--- src/rtl/trg_pkg.sv ---
package trg_pkg;

    // Configuration word field positions (software-visible layout)
    localparam int CFG_LVL_LSB   = 16;
    localparam int CFG_LVL_W     = 8;
    localparam int CFG_START_BIT = 27;
    localparam int CFG_MIN_W     = CFG_START_BIT + 1;

    localparam logic [CFG_LVL_W-1:0] LVL_MAX = {CFG_LVL_W{1'b1}};

    typedef enum logic [1:0] {
        REG_MASK   = 2'd0,
        REG_VALUE  = 2'd1,
        REG_CONFIG = 2'd2,
        REG_EDGE   = 2'd3
    } trg_reg_e;

    typedef struct packed {
        logic                 start;
        logic [CFG_LVL_W-1:0] lvl;
    } stage_cfg_t;

    typedef struct packed {
        logic hit;
        logic start;
    } stage_res_t;

    function automatic logic [CFG_LVL_W-1:0] lvl_step(input logic [CFG_LVL_W-1:0] cur);
        return (cur == LVL_MAX) ? cur : cur + 1'b1;
    endfunction

endpackage

--- src/rtl/trg_stage.sv ---
module trg_stage
    import trg_pkg::*;
#(
    parameter int SMP_W = 32
) (
    input  logic                 clk,
    input  logic                 rst,
    input  logic                 we,
    input  trg_reg_e             sel,
    input  logic [SMP_W-1:0]     wdata,
    input  logic [SMP_W-1:0]     smp,
    input  logic [SMP_W-1:0]     prev,
    input  logic                 prev_vld,
    input  logic [CFG_LVL_W-1:0] cur_lvl,
    output stage_res_t           res
);

    logic [SMP_W-1:0] mask_q, value_q, edge_q;
    stage_cfg_t       cfg_q;

    always_ff @(posedge clk) begin
        if (rst) begin
            mask_q  <= '0;
            value_q <= '0;
            edge_q  <= '0;
            cfg_q   <= '0;
        end else if (we) begin
            unique case (sel)
                REG_MASK:   mask_q  <= wdata;
                REG_VALUE:  value_q <= wdata;
                REG_EDGE:   edge_q  <= wdata;
                REG_CONFIG: begin
                    cfg_q.lvl   <= wdata[CFG_LVL_LSB +: CFG_LVL_W];
                    cfg_q.start <= wdata[CFG_START_BIT];
                end
                default: ;
            endcase
        end
    end

    logic [SMP_W-1:0] edge_care;
    logic             armed, lvl_ok, edge_ok;

    always_comb begin
        edge_care = mask_q & edge_q;
        armed     = (cur_lvl >= cfg_q.lvl);
        lvl_ok    = ~|((smp ^ value_q) & mask_q);
        // previous bit must be the opposite of the wanted final state
        edge_ok   = (edge_care == '0) ||
                    (prev_vld && (((prev ^ value_q) & edge_care) == edge_care));
        res.hit   = armed && lvl_ok && edge_ok;
        res.start = cfg_q.start;
    end

endmodule

--- src/rtl/trg_sequencer.sv ---
module trg_sequencer
    import trg_pkg::*;
#(
    parameter int NUM_STAGES = 4,
    parameter int SMP_W      = 32
) (
    input  logic                  clk,
    input  logic                  rst,
    input  logic                  run_start,
    input  logic                  smp_valid,
    input  logic [SMP_W-1:0]      smp_data,
    input  logic [NUM_STAGES-1:0] hit_vec,
    input  logic [NUM_STAGES-1:0] start_vec,
    output logic [SMP_W-1:0]      prev,
    output logic                  prev_vld,
    output logic [CFG_LVL_W-1:0]  cur_lvl,
    output logic                  trig_out
);

    logic fired;
    logic any_start, any_step;

    always_comb begin
        any_start = |(hit_vec & start_vec);
        any_step  = |(hit_vec & ~start_vec);
    end

    always_ff @(posedge clk) begin
        if (rst || run_start) begin
            prev     <= '0;
            prev_vld <= 1'b0;
            cur_lvl  <= '0;
            fired    <= 1'b0;
            trig_out <= 1'b0;
        end else begin
            trig_out <= 1'b0;
            if (smp_valid) begin
                prev     <= smp_data;
                prev_vld <= 1'b1;
                if (any_start) begin
                    if (!fired) begin
                        trig_out <= 1'b1;
                        fired    <= 1'b1;
                    end
                end else if (any_step) begin
                    cur_lvl <= lvl_step(cur_lvl);
                end
            end
        end
    end


    single_pulse_chk: assert property (@(posedge clk) disable iff (rst)
        trig_out |=> !trig_out);


    trig_needs_sample_chk: assert property (@(posedge clk) disable iff (rst)
        trig_out |-> $past(smp_valid));


    idle_lvl_hold_chk: assert property (@(posedge clk) disable iff (rst)
        (!smp_valid && !run_start) |=> $stable(cur_lvl));


    run_clear_chk: assert property (@(posedge clk) disable iff (rst)
        run_start |=> (cur_lvl == '0 && !trig_out && !prev_vld));


    lvl_monotonic_chk: assert property (@(posedge clk) disable iff (rst)
        !run_start |=> cur_lvl >= $past(cur_lvl));

endmodule

--- src/rtl/trg_seq_unit.sv ---
module trg_seq_unit
    import trg_pkg::*;
#(
    parameter int NUM_STAGES = 4,
    parameter int SMP_W      = 32,
    localparam int IDX_W     = (NUM_STAGES > 1) ? $clog2(NUM_STAGES) : 1
) (
    input  logic             clk,
    input  logic             rst,
    input  logic             run_start,
    input  logic             cfg_we,
    input  logic [IDX_W-1:0] cfg_stage,
    input  logic [1:0]       cfg_sel,
    input  logic [SMP_W-1:0] cfg_wdata,
    input  logic             smp_valid,
    input  logic [SMP_W-1:0] smp_data,
    output logic             trig_out
);

    logic [SMP_W-1:0]      prev;
    logic                  prev_vld;
    logic [CFG_LVL_W-1:0]  cur_lvl;
    logic [NUM_STAGES-1:0] hit_vec, start_vec;
    trg_reg_e              sel_e;

    assign sel_e = trg_reg_e'(cfg_sel);

    initial begin
        if (SMP_W < CFG_MIN_W) $display("trg_seq_unit: SMP_W too small for config fields");
    end

    for (genvar i = 0; i < NUM_STAGES; i++) begin : g_stage
        stage_res_t res;
        logic       we_i;

        assign we_i = cfg_we && (cfg_stage == IDX_W'(i));

        trg_stage #(.SMP_W(SMP_W)) u_stage (
            .clk      (clk),
            .rst      (rst),
            .we       (we_i),
            .sel      (sel_e),
            .wdata    (cfg_wdata),
            .smp      (smp_data),
            .prev     (prev),
            .prev_vld (prev_vld),
            .cur_lvl  (cur_lvl),
            .res      (res)
        );

        assign hit_vec[i]   = res.hit;
        assign start_vec[i] = res.start;
    end

    trg_sequencer #(.NUM_STAGES(NUM_STAGES), .SMP_W(SMP_W)) u_seq (
        .clk       (clk),
        .rst       (rst),
        .run_start (run_start),
        .smp_valid (smp_valid),
        .smp_data  (smp_data),
        .hit_vec   (hit_vec),
        .start_vec (start_vec),
        .prev      (prev),
        .prev_vld  (prev_vld),
        .cur_lvl   (cur_lvl),
        .trig_out  (trig_out)
    );

endmodule

--- config.mk ---
export PLATFORM = sky130hd
export DESIGN_NAME = trg_seq_unit
export DESIGN_NICKNAME = d
export VERILOG_FILES = /design/src/rtl/trg_pkg.sv /design/src/rtl/trg_stage.sv /design/src/rtl/trg_sequencer.sv /design/src/rtl/trg_seq_unit.sv
export SDC_FILE = /design/constraint.sdc
export NUM_CORES = 1
export LEC_CHECK = 0
export BUFFER_PORTS_ARGS = -buffer_cell sky130_fd_sc_hd__buf_2
export CORE_ASPECT_RATIO = 0.75
export CORE_MARGIN = 2
export CORE_UTILIZATION = 62
export DETAILED_ROUTE_END_ITERATION = 10
export PLACE_DENSITY = 0.78
export SLEW_MARGIN = 20
export SYNTH_ARGS = -nofsm -noshare
export SYNTH_HDL_FRONTEND = slang
export SYNTH_SLANG_ARGS = --single-unit
--- constraint.sdc ---
create_clock -name clk -period 3.62 [get_ports clk]
set_input_delay 0.724 -clock clk [delete_from_list [all_inputs] [get_ports clk]]
set_output_delay 0.724 -clock clk [all_outputs]
set_load 0.01 [all_outputs]
==> out/summary.txt <==
=====================================================================================
Met3 Resource Use GR                                                            24.5%
Global placement routability congestion                                          1.12
Pin count of the biggest net entering global routing                              245
Instance area at placement                                                 22,400 um2
Met2 capacity usage during global routing                                       66.1%
Post-synthesis to final-layout area growth                                      10.8%
Largest fanout on the critical path                                                12
Switch Pwr                                                                    2.87 mW
Post-synthesis instance area                                               21,600 um2
Summed area of non-filler cells in the final layout                        24,000 um2
Layout cells sized above 1                                                      9.90%
Share of synthesized registers carrying an async set or reset                      0%
Antenna violation net count after detailed routing                                  0
Count of flip-flops with a built-in enable after synthesis                          0
Seq pwr share                                                                   47.2%
Min-delay worst type                                                          reg2reg
Number of global-route vias before repair                                      19,927
Cell chosen for the clock root                                              clkbuf_16
Crit. End Element                                                                flop
Drt drc                                                                             0
Startpoint of the lowest-slack hold path                                  u_seq.fired
Leakage power of the design                                                   9.09 nW
Power per standard cell area                                               465 nW/um2
Post-detailed-placement half-perimeter wirelength                           66,000 um
Share of the yosys chip area belonging to registers                             42.8%
Clock sink total                                                                  463
Final Hold Slack                                                             0.440 ns
Maximum clock path buffer count                                                     3
Peak Freq                                                                     281 MHz
Count of standard-cell rows                                                        59
Number of library cell types mapped by synthesis                                   48
Setup CP Type                                                                 reg2reg
Worst clock skew                                                            0.0268 ns
Setup violation total in the final timing report                                    0
CTS clk-pin slew, worst paths                                                 0.07 ns
Number of antenna violations at the first check in global routing                   7
Area of the core                                                           34,500 um2
Switching share of power                                                        25.7%
Total of flip-flops plus latches after synthesis                                  463
Highest ir drop seen on vdd                                                  0.522 mV
Die Wd                                                                         220 um
Number of levels in the clock H-tree                                                2
Via density                                                                      6.62
Overall routed net length                                                   93,400 um
Outcome                                                                     completed
Setup repair after global routing missed its margin                             false
Total of buffers placed on input and output ports                                  73
Worst rel slew slack                                                            36.9%
Worst path arrival time                                                       4.04 ns
Net total in the final layout                                                   2,882
Global-route wire length before repair                                     133,000 um
Tot Pwr                                                                       11.1 mW
Global route hottest layer                                                       met1
CTS tree                                                                         done
Max Transition Viols Final                                                          0
Count of routing violations after the opening detailed-route iteration          3,917
Number of I/O pins                                                                 74
Vias after detailed routing                                                    21,650
Count of maximum capacitance violations                                             0
Worst setup SP type                                                              flop
Cells taking the most area after synthesis                               dfxtp_1 (43%), nand2_1 (15%), a21oi_1 (9.0%)
Overall routing resource usage                                                  50.4%
Met1 track demand over resource                                                 68.4%
Yosys synthesis warning count                                                       0
Min Tclk post-route                                                           3.55 ns
Leading cell types in the layout, fill and taps excluded                 nand2_1 (860), dfxtp_1 (463), a21oi_1 (391), xor2_1 (205), buf_4 (99)
Most common cell after layout, fill and taps aside                            nand2_1
Number of hold buffers added after cts                                              0
Most instantiated flip-flop cell in the synthesis netlist                     dfxtp_1
Synthesized netlist cell count                                                  2,782
Worst-margin pin slew                                                        0.942 ns
Post-synth net total                                                            2,888
Starting Density                                                                62.6%
Clock power share                                                               44.5%
Clock latency on the worst-skew pair                                          0.59 ns
Worst path required time                                                      4.11 ns
Syn_area_per_cell                                                            7.78 um2
Final Cycle Share                                                               98.2%
Mean routed wirelength per cell                                               28.6 um
Die Y                                                                          166 um
Setup TNS after final layout                                                     0 ns
Portion of total power attributed to combinational logic                         8.3%
Beginning of the critical path                                           g_stage[1].u_stage.value_q[26]
Design internal power                                                         8.28 mW
Total gr overflow                                                                   0
Top cell type's share of synthesized area                                       42.8%
Detailed-routing iteration count for the pre-antenna-repair pass                    9
Floorplan die area                                                         36,400 um2
Worst flop-to-flop path startpoint                                       g_stage[1].u_stage.value_q[26]
Number of CTS-inserted buffers                                                     45
Largest area contributor in the netlist                                       dfxtp_1
Count of final hold-check violations                                                0
=====================================================================================
==> synth_stat cells (6+ instances only) <==
master	count
nor3_1	13
dfxtp_1	463
inv_1	31
nand2_1	865
buf_6	13
buf_2	38
xor2_1	205
nand4_1	45
nand3_1	71
o22ai_1	35
xnor2_1	52
nor4_1	13
ha_1	33
a22oi_1	84
nand2b_1	6
o21ai_0	21
nor2_1	89
clkbuf_1	165
buf_4	12
and3_1	7
mux2i_1	69
a21oi_1	391
or3_1	7
==> through the flow <==
step	utilization (%)	setup WS (ns)	cells
detailed placement	64.8	-0.196	3185
global placement	64.8	-0.219	3185
global route	69.4	0.00901	3266
finish	69.4	0.0652	3268
CTS	69.3	0.0383	3265
floorplan	-	0.639	2782
==> registers in the layout (all words and copies together) (netlist names) <==
register	cells
g_stage.u_stage.edge_q	128
g_stage.u_stage.mask_q	128
g_stage.u_stage.value_q	128
g_stage.u_stage.cfg_q	32
u_seq.prev	32
u_seq.cur_lvl	8
g_stage.u_stage.res	4
u_seq.fired	1
u_seq.prev_vld	1
u_seq.trig_out	1
==> timing repair <==
action | CTS | global route
resized for setup | 0 | 4
endpoints found under the setup margin | 0 | 5
buffers inserted | 0 | 0
==> critical path: stages (launching register included) <==
cell and delay (ns):
dfxtp_1 0.38, xor2_1 0.39, buf_4 0.20, o22ai_1 0.09, nor4_2 0.38, buf_4 0.18
and3_2 0.18, a31oi_1 0.08, buf_4 0.18, o22a_1 0.21, a2111o_1 0.46, buf_4 0.19
or3_1 0.35, a21oi_1 0.17
==> power by group through the flow <==
| stage | clock (mW) | combinational [mW] | sequential, mW |
|---|---|---|---|
| 6_report | 4.97 | 0.920 | 5.26 |
| 5_1_grt | 5.13 | 0.921 | 5.26 |
| 4_1_cts | 4.92 | 0.850 | 5.25 |
| 3_5_place_dp | 0 | 0.846 | 5.37 |
| 3_3_place_gp | 0 | 0.830 | 5.37 |
| 2_1_floorplan | 0 | 0.499 | 5.32 |
==> path summary, 6_finish.rpt <==
check / endpoint / slack (ns) / depth (start not counted)
setup / recovery: u_seq.cur_lvl[4] / 0.07 / 13
hold / removal: u_seq.trig_out / 0.44 / 1
hold reg to reg: u_seq.trig_out / 0.44 / 1
setup reg to reg: u_seq.cur_lvl[4] / 0.07 / 13
==> layer usage <==
metal  up-vias  share of wire [%]  wire length (um)
met3       383                 19             17700
met1     10145                 37             34600
li1       9237                  -                 -
met4         6                6.3              5900
met5         -               0.12               108
met2      1879                 38             35100
==> cells by family (layout without fill, tap and decap cells) <==
logic type,Yosys count,after routing,synth area share [%]
buffers and inverters,262,289,5.52
adders and majority gates,33,33,1.91
xor gates and xnor gates,257,257,10.4
muxes,69,69,3.19
DFF,463,463,42.8
AOI/OAI and AO/OA,564,564,14.7
and+or+nand+nor,1134,1134,21.4
other,0,2,0
==> final cells by class <==
cell class                      count  area [um2]
Sequential cell                   463        9270
Antenna cell                        2        5.00
Multi-Input combinational cell   2057       11200
Tap cell                          457         572
Inverter                           31         116
Clock inverter                     10         148
Fill cell                        2762       10600
Timing Repair Buffer              178        1240
Clock buffer                       70        1390
Power figures use the tool's default switching activity.
